**src/rtl/walk_pkg.sv**
```systemverilog
package walk_pkg;

  localparam int ADDR_W      = 32;
  localparam int DOM_W       = 4;
  localparam int PERM_W      = 2;
  localparam int L1_BASE_LSB = 14;
  localparam int SECT_LSB    = 20;
  localparam int COARSE_LSB  = 10;
  localparam int FINE_LSB    = 12;
  localparam int L1_BASE_W   = ADDR_W - L1_BASE_LSB;
  localparam int L1_IDX_W    = ADDR_W - SECT_LSB;
  localparam int VLOW_W      = SECT_LSB;

  localparam logic [1:0] L1_FAULT   = 2'd0;
  localparam logic [1:0] L1_COARSE  = 2'd1;
  localparam logic [1:0] L1_SECTION = 2'd2;
  localparam logic [1:0] L1_FINE    = 2'd3;

  localparam logic [1:0] L2_FAULT = 2'd0;
  localparam logic [1:0] L2_LARGE = 2'd1;
  localparam logic [1:0] L2_SMALL = 2'd2;
  localparam logic [1:0] L2_TINY  = 2'd3;

  typedef enum logic [1:0] {
    SZ_1M  = 2'd0,
    SZ_64K = 2'd1,
    SZ_4K  = 2'd2,
    SZ_1K  = 2'd3
  } pageSize_e;

  typedef struct packed {
    logic captureVa;
    logic takeCoarse;
    logic takeFine;
    logic finSection;
    logic finPage;
    logic finFault;
    logic faultLvl;
  } walkCtl_t;

endpackage

```
**src/rtl/walk_dpath.sv**
```systemverilog
module walk_dpath
  import walk_pkg::*;
(
  input  logic                 clk,
  input  logic                 rstN,
  input  walkCtl_t             ctl,
  input  logic [L1_BASE_W-1:0] baseHi,
  input  logic [ADDR_W-1:0]    reqVaddr,
  input  logic [ADDR_W-1:0]    rspData,
  output logic [ADDR_W-1:0]    memAddr,
  output logic                 fineTbl,
  output logic [ADDR_W-1:0]    paddr,
  output logic [DOM_W-1:0]     domain,
  output logic [PERM_W-1:0]    perm,
  output logic                 cacheable,
  output logic                 bufferable,
  output logic [1:0]           pageSize,
  output logic                 fault,
  output logic                 faultLevel
);

  logic [VLOW_W-1:0] vaLow;
  logic [ADDR_W-1:0] addrQ;
  logic [DOM_W-1:0]  domQ;
  logic              fineQ;

  logic [ADDR_W-1:0] pgAddr;
  logic [PERM_W-1:0] pgPerm;
  logic [1:0]        pgSel;
  pageSize_e         pgSize;

  assign memAddr = addrQ;
  assign fineTbl = fineQ;

  // second-level result decode
  always_comb begin
    pgAddr = '0;
    pgSel  = 2'd0;
    pgSize = SZ_1K;
    unique case (rspData[1:0])
      L2_LARGE: begin
        pgAddr = {rspData[31:16], vaLow[15:0]};
        pgSel  = vaLow[15:14];
        pgSize = SZ_64K;
      end
      L2_SMALL: begin
        pgAddr = {rspData[31:12], vaLow[11:0]};
        pgSel  = vaLow[11:10];
        pgSize = SZ_4K;
      end
      default: begin
        pgAddr = {rspData[31:10], vaLow[9:0]};
        pgSel  = 2'd0;
        pgSize = SZ_1K;
      end
    endcase
    unique case (pgSel)
      2'd0: pgPerm = rspData[5:4];
      2'd1: pgPerm = rspData[7:6];
      2'd2: pgPerm = rspData[9:8];
      default: pgPerm = rspData[11:10];
    endcase
  end

  // walk state
  always_ff @(posedge clk) begin
    if (!rstN) begin
      vaLow <= '0;
      addrQ <= '0;
      domQ  <= '0;
      fineQ <= 1'b0;
    end else begin
      if (ctl.captureVa) begin
        vaLow <= reqVaddr[VLOW_W-1:0];
        addrQ <= {baseHi, reqVaddr[ADDR_W-1:SECT_LSB], 2'b00};
      end
      if (ctl.takeCoarse) begin
        addrQ <= {rspData[31:COARSE_LSB], vaLow[19:12], 2'b00};
        domQ  <= rspData[8:5];
        fineQ <= 1'b0;
      end
      if (ctl.takeFine) begin
        addrQ <= {rspData[31:FINE_LSB], vaLow[19:10], 2'b00};
        domQ  <= rspData[8:5];
        fineQ <= 1'b1;
      end
    end
  end

  // result registers
  always_ff @(posedge clk) begin
    if (!rstN) begin
      paddr      <= '0;
      domain     <= '0;
      perm       <= '0;
      cacheable  <= 1'b0;
      bufferable <= 1'b0;
      pageSize   <= '0;
      fault      <= 1'b0;
      faultLevel <= 1'b0;
    end else if (ctl.finFault) begin
      paddr      <= '0;
      domain     <= '0;
      perm       <= '0;
      cacheable  <= 1'b0;
      bufferable <= 1'b0;
      pageSize   <= '0;
      fault      <= 1'b1;
      faultLevel <= ctl.faultLvl;
    end else if (ctl.finSection) begin
      paddr      <= {rspData[31:SECT_LSB], vaLow};
      domain     <= rspData[8:5];
      perm       <= rspData[11:10];
      cacheable  <= rspData[3];
      bufferable <= rspData[2];
      pageSize   <= SZ_1M;
      fault      <= 1'b0;
      faultLevel <= 1'b0;
    end else if (ctl.finPage) begin
      paddr      <= pgAddr;
      domain     <= domQ;
      perm       <= pgPerm;
      cacheable  <= rspData[3];
      bufferable <= rspData[2];
      pageSize   <= pgSize;
      fault      <= 1'b0;
      faultLevel <= 1'b0;
    end
  end

  AST_TINY_ONLY_FINE: assert property (@(posedge clk) disable iff (!rstN)
    (ctl.finPage && rspData[1:0] == L2_TINY) |-> fineQ) else $error("tiny page from coarse table");

  AST_ONE_FINISH: assert property (@(posedge clk) disable iff (!rstN)
    $countones({ctl.finFault, ctl.finSection, ctl.finPage}) <= 1) else $error("multiple finish strobes");

endmodule

```
**src/rtl/walk_ctrl.sv**
```systemverilog
module walk_ctrl
  import walk_pkg::*;
(
  input  logic       clk,
  input  logic       rstN,
  input  logic       reqValid,
  input  logic       memReqReady,
  input  logic       memRspValid,
  input  logic [1:0] rspType,
  input  logic       fineTbl,
  output logic       reqReady,
  output logic       memReqValid,
  output logic       done,
  output walkCtl_t   ctl
);

  typedef enum logic [2:0] {
    ST_IDLE, ST_L1_REQ, ST_L1_WAIT, ST_L2_REQ, ST_L2_WAIT
  } state_e;

  state_e state, stateNext;

  assign reqReady    = (state == ST_IDLE);
  assign memReqValid = (state == ST_L1_REQ) || (state == ST_L2_REQ);

  always_comb begin
    stateNext = state;
    ctl       = '0;
    unique case (state)
      ST_IDLE: if (reqValid) begin
        ctl.captureVa = 1'b1;
        stateNext     = ST_L1_REQ;
      end
      ST_L1_REQ: if (memReqReady) stateNext = ST_L1_WAIT;
      ST_L1_WAIT: if (memRspValid) begin
        unique case (rspType)
          L1_FAULT:   begin ctl.finFault = 1'b1; stateNext = ST_IDLE; end
          L1_SECTION: begin ctl.finSection = 1'b1; stateNext = ST_IDLE; end
          L1_COARSE:  begin ctl.takeCoarse = 1'b1; stateNext = ST_L2_REQ; end
          default:    begin ctl.takeFine = 1'b1; stateNext = ST_L2_REQ; end
        endcase
      end
      ST_L2_REQ: if (memReqReady) stateNext = ST_L2_WAIT;
      ST_L2_WAIT: if (memRspValid) begin
        stateNext = ST_IDLE;
        if (rspType == L2_FAULT || (rspType == L2_TINY && !fineTbl)) begin
          ctl.finFault = 1'b1;
          ctl.faultLvl = 1'b1;
        end else begin
          ctl.finPage = 1'b1;
        end
      end
      default: stateNext = ST_IDLE;
    endcase
  end

  always_ff @(posedge clk) begin
    if (!rstN) begin
      state <= ST_IDLE;
      done  <= 1'b0;
    end else begin
      state <= stateNext;
      done  <= ctl.finFault | ctl.finSection | ctl.finPage;
    end
  end

  AST_DONE_PULSE: assert property (@(posedge clk) disable iff (!rstN)
    done |=> !done) else $error("done longer than one cycle");

  AST_BUSY_AFTER_ACCEPT: assert property (@(posedge clk) disable iff (!rstN)
    (reqValid && reqReady) |=> (!reqReady && memReqValid)) else $error("accept did not start walk");

  AST_NO_READ_WHEN_WAITING: assert property (@(posedge clk) disable iff (!rstN)
    (memReqValid && memReqReady) |=> !memReqValid) else $error("second read issued while one pending");

endmodule

```
**src/rtl/xlat_walk.sv**
```systemverilog
module xlat_walk
  import walk_pkg::*;
(
  input  logic        clk,
  input  logic        rstN,
  input  logic [31:0] tableBase,
  input  logic        reqValid,
  input  logic [31:0] reqVaddr,
  output logic        reqReady,
  output logic        memReqValid,
  output logic [31:0] memReqAddr,
  input  logic        memReqReady,
  input  logic        memRspValid,
  input  logic [31:0] memRspData,
  output logic        done,
  output logic [31:0] paddr,
  output logic [3:0]  domain,
  output logic [1:0]  perm,
  output logic        cacheable,
  output logic        bufferable,
  output logic [1:0]  pageSize,
  output logic        fault,
  output logic        faultLevel
);

  walkCtl_t ctl;
  logic     fineTbl;
  logic     unusedBaseLow;

  assign unusedBaseLow = ^tableBase[L1_BASE_LSB-1:0];

  walk_ctrl u_ctrl (
    .clk         (clk),
    .rstN        (rstN),
    .reqValid    (reqValid),
    .memReqReady (memReqReady),
    .memRspValid (memRspValid),
    .rspType     (memRspData[1:0]),
    .fineTbl     (fineTbl),
    .reqReady    (reqReady),
    .memReqValid (memReqValid),
    .done        (done),
    .ctl         (ctl)
  );

  walk_dpath u_dpath (
    .clk        (clk),
    .rstN       (rstN),
    .ctl        (ctl),
    .baseHi     (tableBase[ADDR_W-1:L1_BASE_LSB]),
    .reqVaddr   (reqVaddr),
    .rspData    (memRspData),
    .memAddr    (memReqAddr),
    .fineTbl    (fineTbl),
    .paddr      (paddr),
    .domain     (domain),
    .perm       (perm),
    .cacheable  (cacheable),
    .bufferable (bufferable),
    .pageSize   (pageSize),
    .fault      (fault),
    .faultLevel (faultLevel)
  );

  AST_REQ_HOLD: assert property (@(posedge clk) disable iff (!rstN)
    (memReqValid && !memReqReady) |=> (memReqValid && $stable(memReqAddr))) else $error("read request dropped or changed");

  AST_RESULT_HOLD: assert property (@(posedge clk) disable iff (!rstN)
    !done |-> ($stable(paddr) && $stable(fault) && $stable(pageSize) && $stable(perm))) else $error("result moved without done");

  AST_FAULT_ZERO: assert property (@(posedge clk) disable iff (!rstN)
    (done && fault) |-> (paddr == '0 && pageSize == '0 && domain == '0)) else $error("fault with nonzero result");

endmodule

```
**config.mk**
```make
export PLATFORM = sky130hd
export DESIGN_NAME = xlat_walk
export DESIGN_NICKNAME = d
export VERILOG_FILES = /design/src/rtl/walk_pkg.sv /design/src/rtl/walk_dpath.sv /design/src/rtl/walk_ctrl.sv /design/src/rtl/xlat_walk.sv
export SDC_FILE = /design/constraint.sdc
export NUM_CORES = 1
export LEC_CHECK = 0
export ABC_AREA = 1
export CAP_MARGIN = 20
export CORE_ASPECT_RATIO = 0.75
export CORE_UTILIZATION = 40
export DETAILED_ROUTE_END_ITERATION = 16
export GPL_TIMING_DRIVEN = 0
export PLACE_DENSITY = 0.74
export SLEW_MARGIN = 20
export SYNTH_ARGS = -nofsm -noshare
export SYNTH_HDL_FRONTEND = slang
export SYNTH_SLANG_ARGS = --single-unit
export TNS_END_PERCENT = 50
```
**constraint.sdc**
```tcl
create_clock -name clk -period 2.7 [get_ports clk]
set_input_delay 0.405 -clock clk [delete_from_list [all_inputs] [get_ports clk]]
set_output_delay 0.405 -clock clk [all_outputs]
set_load 0.02 [all_outputs]
```
==> results.toml, run 1 <==
[placed_design]
place_inst = 1018
placed_area_um2 = 6618
gp_congestion = 0.8963
hpwl_um = 10910
io_buffers = 161

[clocking]
post_cts_buffers = 0
cts_tree = "built"
clock-root-buffer = "clkbuf_16"
clock_path_buffers = 2
clock_sinks = 103
clk_latency_ns = 0.34
cts_hold_buf = 0
path_clk_slew_ns = 0.07
post_cts_resized = 0
h-tree-depth = 3
numCtsBuffers = 9

[yosys]
synthMuxAreaShare = 0
ys_seq_area_frac = 0.4296
synth_top_area_share = 0.4296
synthXorXnorAreaFrac = 0
synth-seq-cells = 103
synth-simple-area-share = 0.3345
syn_area_um2 = 4800
ys_types = 27
avgSynthCellArea_um2 = 6.916
synth_cells = 694
synth_fa_ha_area_frac = 0.01303
yosys_warnings = 0
synth_top_family_by_area = "simple AND/OR/NAND/NOR gates"
synth_area_leaders = "dfxtp_1, nand2_1, nor2_1, a21oi_1, nand3_1"
synth_compound_area_frac = 0.1405
yosysTopAreaCell = "dfxtp_1"

[run]
max_cap_viol_count = 0

[sta]
hold_viol_final = 0
slew_violations = 0
setup-violations-final = 0
maxSlewHeadroom = 0.6397
rsz0062_at_grt = "no"
finalCritPeriodShare = 0.8180
max_freq_ghz = 0.4528
fin_crit_ns = 2.209
worst_slew_pin_slew_ns = 0.5348
skew_ns = 0.004971
tns_ns = 0

[worst_hold_path]
min_from = "rstN"
min_to = "u_dpath.vaLow[16]"
hold_depth = 3
hold_class = "in -> reg"

[setup_path]
r2r_setup_slack_ns = 0.91
start_kind = "primary input"
crit_path_max_fanout = 10
cp_data_required_time_ns = 2.98
rr_startpoint = "u_ctrl.state[2]"
r2r_cells = 7
crit_path_end_kind = "flop"
rr_endpoint = "u_dpath.paddr[17]"
worstPathArrival_ns = 2.49
crit_type = "in -> reg"

[floorplanning]
start_util = 0.4118
row_count = 34
ios = 180
die_h_um = 96.87
fp.dieW_um = 128.5
coreArea_um2 = 11660
die_area_um2 = 12450

[grt]
overflow = 0
grt_max_degree = 18
grt_pass1_vias = 4545
antenna_found_initial = 0
grt_use_total = 0.2424
grt_pass1_wl_um = 23550

[cells_and_area]
area_growth_syn_to_layout_pct = 44.11
final_cell_area_um2 = 6917
diodes = 0
fin_nets = 973
layout.cells.non_filler = 1034
n_fill_cell = 1137
drive_above_1_share = 0.09748
final_cell_mix = "nand2_1, clkdlybuf4s50_1, nor2_1"
final_common_cell = "nand2_1"

[routing]
vias_per_cell = 4.791
drt-total-wl_um = 14620
dr.first_iter.drc_count = 435
drc = 0
highest_layer = "met4"
routedWlPerCell_um = 14.14
wl_met3_um = 1557
dr.pass1.iters = 5
routed-wl-met2_um = 5855
vias = 4954
drt.antenna.violating_nets = 0
drt-met1-wl_um = 7090

[pwr]
leakage_nw = 2.860
vdd_ir_drop_max_v = 0.0003940
power_w = 0.005657
p_per_area_nw_per_um2 = 817.9

[run_status]
status = "complete, no violations"
[worst max-delay path, stage by stage]
cell and delay [ns]:
clkdlybuf4s50_1 0.49, inv_1 0.12, ha_1 0.29, nand4_1 0.18, buf_4 0.22, buf_6 0.15, o21ai_0 0.44, nor2_1 0.08
nor2_1 0.11
[registers in the layout (all words and copies together), names as in the netlist]
register	count
u_dpath.cacheable	1
u_dpath.paddr	32
u_dpath.bufferable	1
u_ctrl.state	3
u_dpath.vaLow	20
u_dpath.perm	2
u_dpath.pageSize	2
u_dpath.memAddr	30
u_dpath.domain	4
u_dpath.fineTbl	1
u_dpath.domQ	4
u_dpath.fault	1
u_ctrl.done	1
u_dpath.faultLevel	1
[cell type report]
cell class	instances	area, um^2	area share
Tap cell	162	202.7	0.02931
Buffer	43	275.3	0.03980
Timing Repair Buffer	161	1612	0.2330
Multi-Input combinational cell	518	2350	0.3397
Clock inverter	6	70.07	0.01013
Inverter	31	116.4	0.01682
Sequential cell	103	2062	0.2981
Clock buffer	10	229.0	0.03310
[metal layers]
layer,global-route usage,vias up
li1,-,2557
met1,0.3566,2183
met2,0.3464,203
met3,0.07412,11
met4,0.04434,0
met5,0,-
[synthesized netlist by cell type]
| cell | n |
|---|---|
| ha_1 | 5 |
| nand2_1 | 219 |
| nand3_2 | 2 |
| o21ai_0 | 42 |
| buf_6 | 6 |
| nand4_1 | 3 |
| nand2_4 | 1 |
| nand2_2 | 2 |
| buf_1 | 2 |
| nand3b_1 | 1 |
| buf_4 | 14 |
| o21ai_2 | 1 |
| nor3_4 | 1 |
| nor2_1 | 109 |
| buf_2 | 13 |
| inv_1 | 27 |
| inv_2 | 4 |
| dfxtp_1 | 103 |
| clkbuf_1 | 8 |
| nand3_1 | 47 |
| nor2_2 | 4 |
| nor3_1 | 1 |
| a21oi_2 | 20 |
| o21ai_1 | 6 |
| a21oi_1 | 50 |
| conb_1 | 1 |
| nor2_4 | 2 |
[through the flow]
step	hold slack, ns	worst slack (ns)	utilization
after floorplan	0.4391	1.111	-
after global placement	0.4510	0.1394	0.5677
after detailed placement	0.4551	0.1399	0.5677
after CTS	0.3846	0.4893	0.5934
after global routing	0.3998	0.2574	0.5934
final	0.3958	0.4913	0.5934
[cell families after synthesis]
group                    after synthesis
AND/OR/NAND/NOR                      392
AO/OA/AOI/OAI                        119
adder cells (fa/ha/maj)                5
other                                  1
buffers and inverters                 74
flip-flops                           103
[where the power goes]
part	internal (W)	leakage, nW	total (W)	switching [W]
registers	0.00186	0.840	0.00209	0.000236
logic	0.000970	1.88	0.00226	0.00129
clock network	0.000724	0.135	0.00131	0.000584
[how the worst max path moves through the flow]
stage | end | slack (ns) | cells after the start | startpoint
after floorplan | u_dpath.memAddr[10] | 1.11 | 8 | memRspData[1]
after global placement | u_dpath.memAddr[28] | 0.14 | 8 | memRspData[1]
after detailed placement | u_dpath.memAddr[27] | 0.14 | 8 | memRspData[1]
after CTS | u_dpath.memAddr[27] | 0.49 | 8 | memRspData[1]
after global routing | u_dpath.memAddr[28] | 0.26 | 8 | memRspData[1]
final | u_dpath.paddr[17] | 0.49 | 9 | memRspData[0]
Note: power is estimated with default switching activity, not from simulation.
==> run 2, diff against run 1 <==
Settings changed: PLACE_DENSITY 0.74 to 0.76.
Clock period 2.7 ns to 2 ns, I/O delays scaled along.
==> results.toml, run 2 (same netlist as run 1, synthesis figures left out) <==
[run_status]
status = "complete, no violations"

[routing]
drt-met1-wl_um = 7258
dr.first_iter.drc_count = 361
routedWlPerCell_um = 14.20
drt.antenna.violating_nets = 0
drt-total-wl_um = 14740
drc = 0
highest_layer = "met4"
routed-wl-met2_um = 5976
vias_per_cell = 4.864
vias = 5049
wl_met3_um = 1386
dr.pass1.iters = 5

[floorplanning]
start_util = 0.4118
ios = 180
coreArea_um2 = 11660
row_count = 34
die_area_um2 = 12450
die_h_um = 96.87
fp.dieW_um = 128.5

[cells_and_area]
largest_reg_flops = 32
diodes = 0
drive_above_1_share = 0.1119
area_growth_syn_to_layout_pct = 46.27
postLayoutCoreUtil = 0.6023
n_fill_cell = 1116
final_cell_mix = "nand2_1, clkdlybuf4s50_1, nor2_1"
fin_nets = 977
final_common_cell = "nand2_1"
layout.cells.non_filler = 1038
multi_input_area_um2 = 2376
seq_area_um2 = 2062
top_register = "u_dpath.paddr"

[clocking]
clk_latency_ns = 0.35
clock_sinks = 103
numCtsBuffers = 9
path_clk_slew_ns = 0.07
clock-root-buffer = "clkbuf_16"
clock_path_buffers = 2
h-tree-depth = 3
cts_tree = "built"

[grt]
grt_pass1_vias = 4424
antenna_found_initial = 0
grt_max_degree = 18
grt_pass1_wl_um = 23560
overflow = 0
grt_use_total = 0.2434

[worst_hold_path]
min_to = "u_dpath.vaLow[16]"
hold_depth = 3
min_from = "rstN"
hold_class = "in -> reg"

[pwr]
vdd_ir_drop_max_v = 0.0005218
power_w = 0.007755
p_per_area_nw_per_um2 = 1105
leakage_nw = 2.950

[sta]
setup-violations-final = 0
slew_violations = 0
max_freq_ghz = 0.5670
rsz0062_at_grt = "no"
finalCritPeriodShare = 0.8818
hold_viol_final = 0
fin_crit_ns = 1.764
skew_ns = 0.007688
maxSlewHeadroom = 0.6397
worst_slew_pin_slew_ns = 0.5405

[setup_path]
worstPathArrival_ns = 1.46
crit_path_end_kind = "output port"
rr_startpoint = "u_ctrl.state[1]"
crit_type = "reg -> out"
crit_path_max_fanout = 8
r2r_cells = 9
start_kind = "flop"
rr_endpoint = "u_dpath.vaLow[11]"
cp_data_required_time_ns = 1.70
r2r_setup_slack_ns = 0.30

[placed_design]
place_inst = 1018
gp_congestion = 0.8926
io_buffers = 161
hpwl_um = 11010

[run]
max_cap_viol_count = 0
-- run 2: cell count changes in the layout (fill, tap and decap cells not counted), moves of 3 or more --
cell | before | now
clkbuf_2 | 0 | 3
o21ai_0 | 42 | 39
clkbuf_1 | 9 | 3
dlymetal6s2s_1 | 0 | 3
clkdlybuf4s50_1 | 161 | 157
o21ai_1 | 6 | 9
buf_4 | 14 | 19
-- run 2: how the worst max path moves through the flow --
stage | from | to | slack [ns] | cells after the start
after global routing | u_ctrl.state[1] | reqReady | 0.16 | 5
after CTS | memRspData[0] | u_dpath.paddr[11] | 0.02 | 10
after floorplan | memRspData[1] | u_dpath.memAddr[10] | 0.52 | 8
after global placement | memRspData[1] | u_dpath.memAddr[29] | -0.42 | 8
final | u_ctrl.state[1] | reqReady | 0.24 | 5
after detailed placement | memRspData[1] | u_dpath.memAddr[28] | -0.44 | 8
-- run 2: timing repair --
item / in CTS / in global routing
resized for setup: 7 / 9
hold endpoints to repair: 0 / 0
hold buffers: 0 / 0
endpoints found under the setup margin: 38 / 73
setup buffers: 4 / 2
pin swaps: 2 / 1
-- run 2: critical path, cell delays in order, from the launching register on --
cell and delay, ns:
dfxtp_1 0.30, buf_4 0.15, nor2_2 0.15, nand2_1 0.12
inv_2 0.08, dlygate4sd2_1 0.33
-- run 2: power breakdown --
group	internal [W]	switching [W]	total, W
clock	0.00105	0.000802	0.00185
sequential	0.00250	0.000324	0.00283
combinational	0.00132	0.00175	0.00307
-- run 2: per-stage QoR --
step	instance area, um^2	hold WS (ns)	worst slack (ns)	setup TNS (ns)
3_5_place_dp	6618	0.4557	-0.4443	-26.54
5_1_grt	7020	0.2968	0.1625	0
4_1_cts	6973	0.2851	0.02123	0
3_3_place_gp	6618	0.4501	-0.4202	-24.47
2_1_floorplan	4803	0.4349	0.5159	0
6_report	7020	0.2927	0.2363	0
-- run 2: final cells by class --
class | instances | area share
multi-input cells | 518 | 0.3384
flip-flops and latches | 103 | 0.2937
repair buffers | 167 | 0.2386
plain buffers | 41 | 0.03867
clock buffers | 11 | 0.03600
well taps | 162 | 0.02887
inverters | 31 | 0.01657
clock inverters | 5 | 0.009089
-- run 2: metal layers --
layer  up-vias  global-route usage
met3        10             0.06858
met4         0             0.05520
met1      2275              0.3632
met5         -                   0
met2       198              0.3410
li1       2566                   -
